## config.mk

```make
export PLATFORM = sky130hd
export DESIGN_NAME = polarity_trainer
export DESIGN_NICKNAME = d
export VERILOG_FILES = /design/src/rtl/polarity_pkg.sv /design/src/rtl/polarity_datapath.sv /design/src/rtl/polarity_ctrl.sv /design/src/rtl/polarity_trainer.sv
export SDC_FILE = /design/constraint.sdc
export NUM_CORES = 1
export LEC_CHECK = 0
export CAP_MARGIN = 10
export CORE_AREA = 2 2 39 41
export CTS_CLUSTER_DIAMETER = 120
export CTS_CLUSTER_SIZE = 24
export DETAILED_ROUTE_END_ITERATION = 8
export DIE_AREA = 0 0 41 43
export DONT_BUFFER_PORTS = 1
export PLACE_DENSITY = 0.61
export SLEW_MARGIN = 0
export SYNTH_ARGS = -nofsm -noshare
export SYNTH_HDL_FRONTEND = slang
export SYNTH_SLANG_ARGS = --single-unit
```

## constraint.sdc

```tcl
create_clock -name clk -period 3 [get_ports clk]
set_clock_uncertainty 0.05 [all_clocks]
set_input_delay 0.75 -clock clk [delete_from_list [all_inputs] [get_ports clk]]
set_output_delay 0.75 -clock clk [all_outputs]
set_load 0.02 [all_outputs]
```

## src/rtl/polarity_pkg.sv

```systemverilog
package polarity_pkg;

  // Strobes issued by the control FSM to the datapath.
  typedef struct packed {
    logic lockStraight;   // accept training, keep data unchanged
    logic lockInverted;   // accept training, invert both directions
  } polCtrl_t;

  typedef enum logic [0:0] {
    ST_WAIT   = 1'b0,
    ST_LOCKED = 1'b1
  } polState_t;

endpackage

```

## src/rtl/polarity_datapath.sv

```systemverilog
module polarity_datapath
  import polarity_pkg::*;
#(
  parameter int BYTE_W = 8,
  parameter logic IDLE_LEVEL = 1'b1
) (
  input  logic              clk,
  input  logic              rst,
  input  logic [BYTE_W-1:0] trainPattern,
  input  logic [BYTE_W-1:0] byteData,
  input  logic              rxRaw,
  input  logic              txRaw,
  input  logic              txGate,
  input  polCtrl_t          ctrlStrobe,
  output logic              matchStraight,
  output logic              matchInverted,
  output logic              invFlag,
  output logic              rxFixed,
  output logic              txFixed
);

  logic [BYTE_W-1:0] patternReg;

  // Reference pattern: reloaded on every reset edge, held otherwise.
  always_ff @(posedge clk) begin
    if (rst) patternReg <= trainPattern;
  end

  assign matchStraight = (byteData == patternReg);
  assign matchInverted = (byteData == ~patternReg);

  // Polarity flag: set only by the inverted-lock strobe, cleared by reset.
  always_ff @(posedge clk) begin
    if (rst)                          invFlag <= 1'b0;
    else if (ctrlStrobe.lockInverted) invFlag <= 1'b1;
    else if (ctrlStrobe.lockStraight) invFlag <= 1'b0;
  end

  // Both directions share the same XOR; transmit parks at idle until gated.
  assign rxFixed = rxRaw ^ invFlag;
  assign txFixed = txGate ? (txRaw ^ invFlag) : IDLE_LEVEL;

  // reset leaves the flag clear
  assert_reset_clears_R9: assert property (@(posedge clk)
    rst |=> !invFlag);

  // once the gate is open, the flag holds its value
  assert_flag_frozen_R8: assert property (@(posedge clk) disable iff (rst)
    (txGate && !ctrlStrobe.lockInverted && !ctrlStrobe.lockStraight) |=> (invFlag == $past(invFlag)));

  // transmit output sits at idle while gated off
  assert_tx_idle_R7: assert property (@(posedge clk) disable iff (rst)
    !txGate |-> (txFixed == IDLE_LEVEL));

endmodule

```

## src/rtl/polarity_ctrl.sv

```systemverilog
module polarity_ctrl
  import polarity_pkg::*;
(
  input  logic     clk,
  input  logic     rst,
  input  logic     byteValid,
  input  logic     matchStraight,
  input  logic     matchInverted,
  input  logic     invFlag,
  output polCtrl_t ctrlStrobe,
  output logic     trainDone
);

  polState_t state, stateNext;

  always_comb begin
    stateNext  = state;
    ctrlStrobe = '0;
    if (state == ST_WAIT && byteValid) begin
      if (matchStraight) begin
        ctrlStrobe.lockStraight = 1'b1;
        stateNext = ST_LOCKED;
      end else if (matchInverted) begin
        ctrlStrobe.lockInverted = 1'b1;
        stateNext = ST_LOCKED;
      end
    end
  end

  always_ff @(posedge clk) begin
    if (rst) state <= ST_WAIT;
    else     state <= stateNext;
  end

  assign trainDone = (state == ST_LOCKED);

  // a matching byte locks straight
  assert_lock_straight_R3: assert property (@(posedge clk) disable iff (rst)
    (!trainDone && byteValid && matchStraight) |=> (trainDone && !invFlag));

  // a complemented byte locks inverted
  assert_lock_inverted_R4: assert property (@(posedge clk) disable iff (rst)
    (!trainDone && byteValid && matchInverted) |=> (trainDone && invFlag));

  // an unrecognised byte keeps the block waiting
  assert_reject_waits_R5: assert property (@(posedge clk) disable iff (rst)
    (!trainDone && (!byteValid || (!matchStraight && !matchInverted))) |=> !trainDone);

  // locked state persists until reset
  assert_done_sticky_R8: assert property (@(posedge clk) disable iff (rst)
    trainDone |=> trainDone);

  // reset returns to untrained
  assert_reset_untrained_R1: assert property (@(posedge clk)
    rst |=> !trainDone);

endmodule

```

## src/rtl/polarity_trainer.sv

```systemverilog
module polarity_trainer
  import polarity_pkg::*;
#(
  parameter int BYTE_W = 8,
  parameter logic IDLE_LEVEL = 1'b1
) (
  input  logic              clk,
  input  logic              rst,
  input  logic [BYTE_W-1:0] trainPattern,
  input  logic              rxRaw,
  input  logic              txRaw,
  input  logic              byteValid,
  input  logic [BYTE_W-1:0] byteData,
  output logic              rxFixed,
  output logic              txFixed,
  output logic              txAllow,
  output logic              polarityInv,
  output logic              trainDone
);

  polCtrl_t ctrlStrobe;
  logic     matchStraight;
  logic     matchInverted;
  logic     invFlag;
  logic     doneFlag;

  polarity_ctrl u_ctrl (
    .clk           (clk),
    .rst           (rst),
    .byteValid     (byteValid),
    .matchStraight (matchStraight),
    .matchInverted (matchInverted),
    .invFlag       (invFlag),
    .ctrlStrobe    (ctrlStrobe),
    .trainDone     (doneFlag)
  );

  polarity_datapath #(
    .BYTE_W     (BYTE_W),
    .IDLE_LEVEL (IDLE_LEVEL)
  ) u_datapath (
    .clk           (clk),
    .rst           (rst),
    .trainPattern  (trainPattern),
    .byteData      (byteData),
    .rxRaw         (rxRaw),
    .txRaw         (txRaw),
    .txGate        (doneFlag),
    .ctrlStrobe    (ctrlStrobe),
    .matchStraight (matchStraight),
    .matchInverted (matchInverted),
    .invFlag       (invFlag),
    .rxFixed       (rxFixed),
    .txFixed       (txFixed)
  );

  assign txAllow     = doneFlag;
  assign polarityInv = invFlag;
  assign trainDone   = doneFlag;

endmodule

```

==> results.yml, run 1 <==
clock_network:
  clockBufferDepth: 2
  post_cts_resized: 0
  cts_tree: "done"
  post_cts_buffers: 0
  htree_levels: 1
  clock-root-buffer: "clkbuf_4"
  numCtsBuffers: 3
  clk_pin_slew_ns: 0.06
  clk_latency_ns: 0.25
  cts_sinks: 10
  ctsHoldBuffers: 0
min_path:
  hp-class: "in -> reg"
  min_from: "trainPattern[2]"
  min_to: "u_datapath.patternReg[2]"
  whs_path_depth: 0
worst_setup_path:
  crit_family: "flip-flops"
  cpPeakStageDelay_ns: 0.51
  crit_path_start_kind: "flip-flop"
  r2r-start: "u_ctrl.trainDone"
  worstPathRequired_ns: 2.20
  cp_num_buf_inv: 0
  rr_worst_depth: 3
  path_max_fanout: 4
  worst-setup-path-type: "reg -> out"
  rrSetupSlack_ns: 1.67
  cp.arrival_ns: 1.18
  slowest_stage: "dfxtp_1"
  path_cells: "xor2_1"
  rr_endpoint: "u_datapath.invFlag"
  end_kind: "primary output"
global_routing:
  globalRouteOverflowTotal: 0
  grt_max_degree: 12
  grt_util_all_layers_pct: 10.74
  antenna_found_initial: 0
  grtUsageMet2_pct: 15.63
  grt_use_met3_pct: 3.141
  gr-max-usage-layer: "met2"
  met1_usage_pct: 11.60
  grt_pass1_vias: 304
  grt_pass1_wl_um: 1214
layout:
  fillers: 132
  area_growth_pct: 10.43
  final_util_pct: 37.34
  n_antenna_cell: 0
  ff_latch_area_um2: 280.3
  final_common_cell: "xnor2_1"
  final_cell_mix: "9 x xnor2_1, 8 x edfxtp_1, 3 x clkbuf_4"
  drive_gt1_share_pct: 16.22
  multiInputGateArea_um2: 180.2
  final_nets: 59
logic_synthesis:
  syn_nets: 55
  syn_area_um2: 467.9
  syn_inst: 34
  ys_ff_latch: 10
  synth.distinct_cells: 17
  ys_seq_area_share_pct: 59.89
  ys_warn_count: 0
  avgSynthCellArea_um2: 13.76
timing:
  tightest_slew_ns: 0.5106
  setup_viol: 0
  setup-tns-final_ns: 0
  finalHoldViolCount: 0
  whs_ns: 0.5367
  post-route-period-util_pct: 65.92
  finalCriticalPeriod_ns: 1.978
  drv_slew: 0
  slew_headroom_pct: 65.92
  clock.fmax_ghz: 0.5057
  rsz0062_at_grt: "false"
drt:
  routedWlPerCell_um: 13.66
  drtAntennaViolNets: 0
  drc: 0
  dr.pass1.iters: 2
  vias: 273
  drt_iter0_drc: 2
  drt-total-wl_um: 724
  viasPerCell: 5.151
power_and_ir_drop:
  vdd_ir_drop_max_v: 0.0003244
  p_sw_w: 0.00005670
  seq_power_share_pct: 54.0
  netSwitchingFraction_pct: 18.66
  combPwrFrac_pct: 8.2
  power_frac_clock_pct: 37.7
  p_int_w: 0.0002471
  powerDensity_nw_per_um2: 587.9
  leakagePower_nw: 0.1756
floorplanning:
  fp.dieW_um: 41
  coreArea_um2: 1384
  rows: 14
  die_area_um2: 1763
  initial_core_util_pct: 33.82
  die_h_um: 43
  ioPinCount: 26
run:
  maxCapViolCount: 0
outcome:
  status: "finished, final reports clean"
placement:
  gp_congestion: 0.7063
  placement.io_buffers: 0
  dpl.hpwl_um: 608.8
==> Yosys cell counts (all sizes together) <==
library cell | instances | area, um^2
a21bo | 1 | 10.01
a31oi | 1 | 6.260
and3 | 1 | 6.260
and3b | 1 | 10.01
and4 | 1 | 8.760
buf | 1 | 7.510
dfxtp | 2 | 40.04
edfxtp | 8 | 240.2
nand2 | 1 | 3.750
nand3 | 2 | 10.01
nor2b | 1 | 6.260
nor3 | 1 | 5.000
nor4 | 1 | 12.51
nor4b | 1 | 8.760
o21ai | 1 | 5.000
xnor2 | 9 | 78.83
xor2 | 1 | 8.760
==> cell type report <==
cell class	count	share of cell area, %
tap	16	3.874
sequential	10	54.24
clock buffer	4	7.022
multi-input combinational	23	34.87
==> flip-flops by register name (all words and copies together) (netlist names) <==
signal / flops
u_datapath.patternReg: 8
u_ctrl.trainDone: 1
u_datapath.invFlag: 1
==> how the worst max path moves through the flow <==
stage | from | endpoint | cells after the start
5_1_grt | u_ctrl.trainDone | txFixed | 1
4_1_cts | u_datapath.invFlag | rxFixed | 1
2_1_floorplan | rxRaw | rxFixed | 1
3_5_place_dp | rxRaw | rxFixed | 1
6_report | u_datapath.invFlag | rxFixed | 1
3_3_place_gp | rxRaw | rxFixed | 1
==> routing by layer <==
metal  up-vias  routed length, um
met5         -                  0
met4         0                 14
met3         2                 81
met2        18                379
met1       122                248
li1        131                  -
==> power groups by stage <==
| stage | combinational [W] | clock, W | sequential, W |
|---|---|---|---|
| final | 0.0000250 | 0.000115 | 0.000164 |
| after global routing | 0.0000283 | 0.000128 | 0.000165 |
| after CTS | 0.0000254 | 0.000121 | 0.000164 |
| after detailed placement | 0.0000253 | 0 | 0.000167 |
| after global placement | 0.0000248 | 0 | 0.000167 |
| after floorplan | 0.0000229 | 0 | 0.000166 |
==> kinds of logic after synthesis <==
logic type      count (synthesis)  synth area share, %
flops                          10                59.89
buf+inv                         1                1.605
xor+xnor                       10                18.72
compound gates                  3                4.545
simple gates                   10                15.24
==> per-stage QoR <==
step | power [W] | setup WS [ns] | instances | cell area [um^2]
floorplan | 0.0001893 | 1.101 | 34 | 467.9
global placement | 0.0001917 | 1.080 | 49 | 480.5
detailed placement | 0.0001926 | 1.090 | 49 | 480.5
CTS | 0.0003102 | 0.9986 | 53 | 516.7
global route | 0.0003215 | 0.9158 | 53 | 516.7
finish | 0.0003038 | 1.022 | 53 | 516.7
No activity file was read; power rests on OpenSTA's default activity.
==> inputs of run 2 (changes only) <==
- ABC_AREA: not set -> 1
- CORE_AREA: 2 2 39 41 -> not set
- CORE_UTILIZATION: not set -> 45
- DIE_AREA: 0 0 41 43 -> not set
- PLACE_DENSITY: 0.61 -> 0.74
- clock period: 3 -> 1.7 ns (I/O delays scaled with it)
==> results.yml, run 2 <==
logic_synthesis:
  ys_ff_latch: 10
  yosysMostFrequentCell: "nand2_1"
  syn_area_um2: 623.1
  avgSynthCellArea_um2: 6.923
  ys_top_cells_by_area: "edfxtp_1 39%, nand2_1 17%, inv_1 14%"
  syn_inst: 90
  yosysTopAreaCellShare_pct: 38.55
  synth_edf_count: 8
  ys_seq_area_share_pct: 44.98
  synth.distinct_cells: 12
  synthArstFlopShare_pct: 0
  synth_ff_type: "edfxtp_1"
  ys_warn_count: 0
  yosysTopAreaCell: "edfxtp_1"
  synth_top_cells_by_count: "28 x nand2_1, 23 x inv_1, 10 x nor2_1"
  syn_nets: 111
drt:
  drtAntennaViolNets: 0
  viasPerCell: 4.700
  drt-total-wl_um: 964
  drc: 0
  drt_iter0_drc: 11
  routedWlPerCell_um: 8.764
  dr.pass1.iters: 4
  vias: 517
timing:
  whs_ns: 0.1867
  slew_headroom_pct: 66.76
  setup_slack_ns: 0.1655
  setup-tns-final_ns: 0
  finalHoldViolCount: 0
  tightest_slew_ns: 0.4970
  setup_viol: 0
  clock.fmax_ghz: 0.6517
  drv_slew: 0
  rsz0062_at_grt: "false"
  post-route-period-util_pct: 90.26
  finalCriticalPeriod_ns: 1.534
worst_setup_path:
  end_kind: "primary output"
  crit_path_start_kind: "flip-flop"
  path_max_fanout: 3
  worst-setup-path-type: "reg -> out"
  cp.arrival_ns: 1.06
  worstPathRequired_ns: 1.22
global_routing:
  grt_pass1_vias: 405
  grt_use_met3_pct: 3.468
  globalRouteOverflowTotal: 0
  antenna_found_initial: 0
  grt_util_all_layers_pct: 15.36
  grt_pass1_wl_um: 1538
  met1_usage_pct: 15.83
  grt_max_degree: 11
  grtUsageMet2_pct: 27.08
  gr-max-usage-layer: "met2"
floorplanning:
  ioPinCount: 26
  rows: 13
  coreArea_um2: 1301
  fp.dieW_um: 39.21
  die_area_um2: 1537
  initial_core_util_pct: 47.88
  die_h_um: 39.21
clock_network:
  ctsHoldBuffers: 0
  clockBufferDepth: 2
  cts_tree: "done"
  post_cts_buffers: 0
  clk_pin_slew_ns: 0.06
  clock-root-buffer: "clkbuf_4"
  htree_levels: 1
  post_cts_resized: 0
  numCtsBuffers: 3
  cts_sinks: 10
  clk_latency_ns: 0.26
outcome:
  status: "finished, final reports clean"
power_and_ir_drop:
  powerDensity_nw_per_um2: 782.7
  power_frac_clock_pct: 31.1
  seq_power_share_pct: 54.9
  p_int_w: 0.0004006
  leakagePower_nw: 0.3763
  vdd_ir_drop_max_v: 0.0004615
  netSwitchingFraction_pct: 24.24
  p_sw_w: 0.0001282
  combPwrFrac_pct: 14.1
placement:
  gp_congestion: 0.8396
  placedCellCount: 106
  placement.io_buffers: 0
  dp_slack_ns: 0.4106
  dpl.hpwl_um: 810.8
layout:
  drive_gt1_share_pct: 14.74
  largest_reg_flops: 8
  area_growth_pct: 8.434
  final_cell_mix: "28 x nand2_1, 23 x inv_1, 10 x nor2_1"
  final_common_cell: "nand2_1"
  fillers: 137
  final_cell_count_no_fill: 110
  n_antenna_cell: 0
  top_register: "u_datapath.patternReg"
  final_nets: 117
run:
  maxCapViolCount: 0
min_path:
  hp-class: "in -> reg"
[run 2: cell types whose count changed after synthesis, sizes merged, moves of 4 or more]
cell	delta
xnor2	-8
nor2	+10
nand2	+35
nand3	+4
inv	+24
[run 2: worst paths after layout]
path | from | to | slack [ns] | depth (start not counted)
max reg2reg | u_datapath.patternReg[7] | u_datapath.invFlag | 0.51 | 8
min reg2reg | u_datapath.invFlag | u_datapath.invFlag | 0.51 | 2
min | rst | u_datapath.invFlag | 0.19 | 1
max | u_datapath.invFlag | txFixed | 0.17 | 3
[run 2: metrics by stage]
step	util [%]	instance area, um^2	total power, W
2_1_floorplan	-	623.1	0.0003594
3_3_place_gp	49.90	649.4	0.0003673
3_5_place_dp	49.90	649.4	0.0003704
4_1_cts	51.92	675.6	0.0005373
5_1_grt	51.92	675.6	0.0005677
6_report	51.92	675.6	0.0005288
[run 2: per-layer routing]
layer | vias to the layer above | wire [um]
met2 | 14 | 531
met5 | - | 0
met4 | 0 | 9
li1 | 272 | -
met3 | 2 | 47
met1 | 229 | 375
[run 2: layout make-up]
type	count	area (um^2)	share of cell area, %
clock buffer	4	26.28	3.889
inverter	24	90.09	13.33
multi-input combinational	55	245.2	36.30
sequential	10	280.3	41.48
tap	15	18.77	2.778
timing repair buffer	2	15.01	2.222
[run 2: cell families (layout without fill, tap and decap cells)]
group                  count (synthesis)  in the layout  share of synthesized area (%)
flip-flops                            10             10                          44.98
XOR/XNOR                               2              2                          2.812
buffers and inverters                 25             30                          15.66
AO/OA/AOI/OAI                          1              1                         0.8024
AND/OR/NAND/NOR                       52             52                          35.74
[run 2: power groups by stage]
| stage | logic, W | registers, W | clock network (W) |
|---|---|---|---|
| after floorplan | 0.0000649 | 0.000294 | 0 |
| after global placement | 0.0000726 | 0.000295 | 0 |
| after detailed placement | 0.0000749 | 0.000295 | 0 |
| after CTS | 0.0000753 | 0.000290 | 0.000172 |
| after global routing | 0.0000885 | 0.000292 | 0.000187 |
| final | 0.0000744 | 0.000290 | 0.000164 |
[run 2: critical path: stages (launching register included)]
cell and delay (ns):
dfxtp_1 0.36, buf_4 0.17, xnor2_1 0.11, nand2_1 0.16
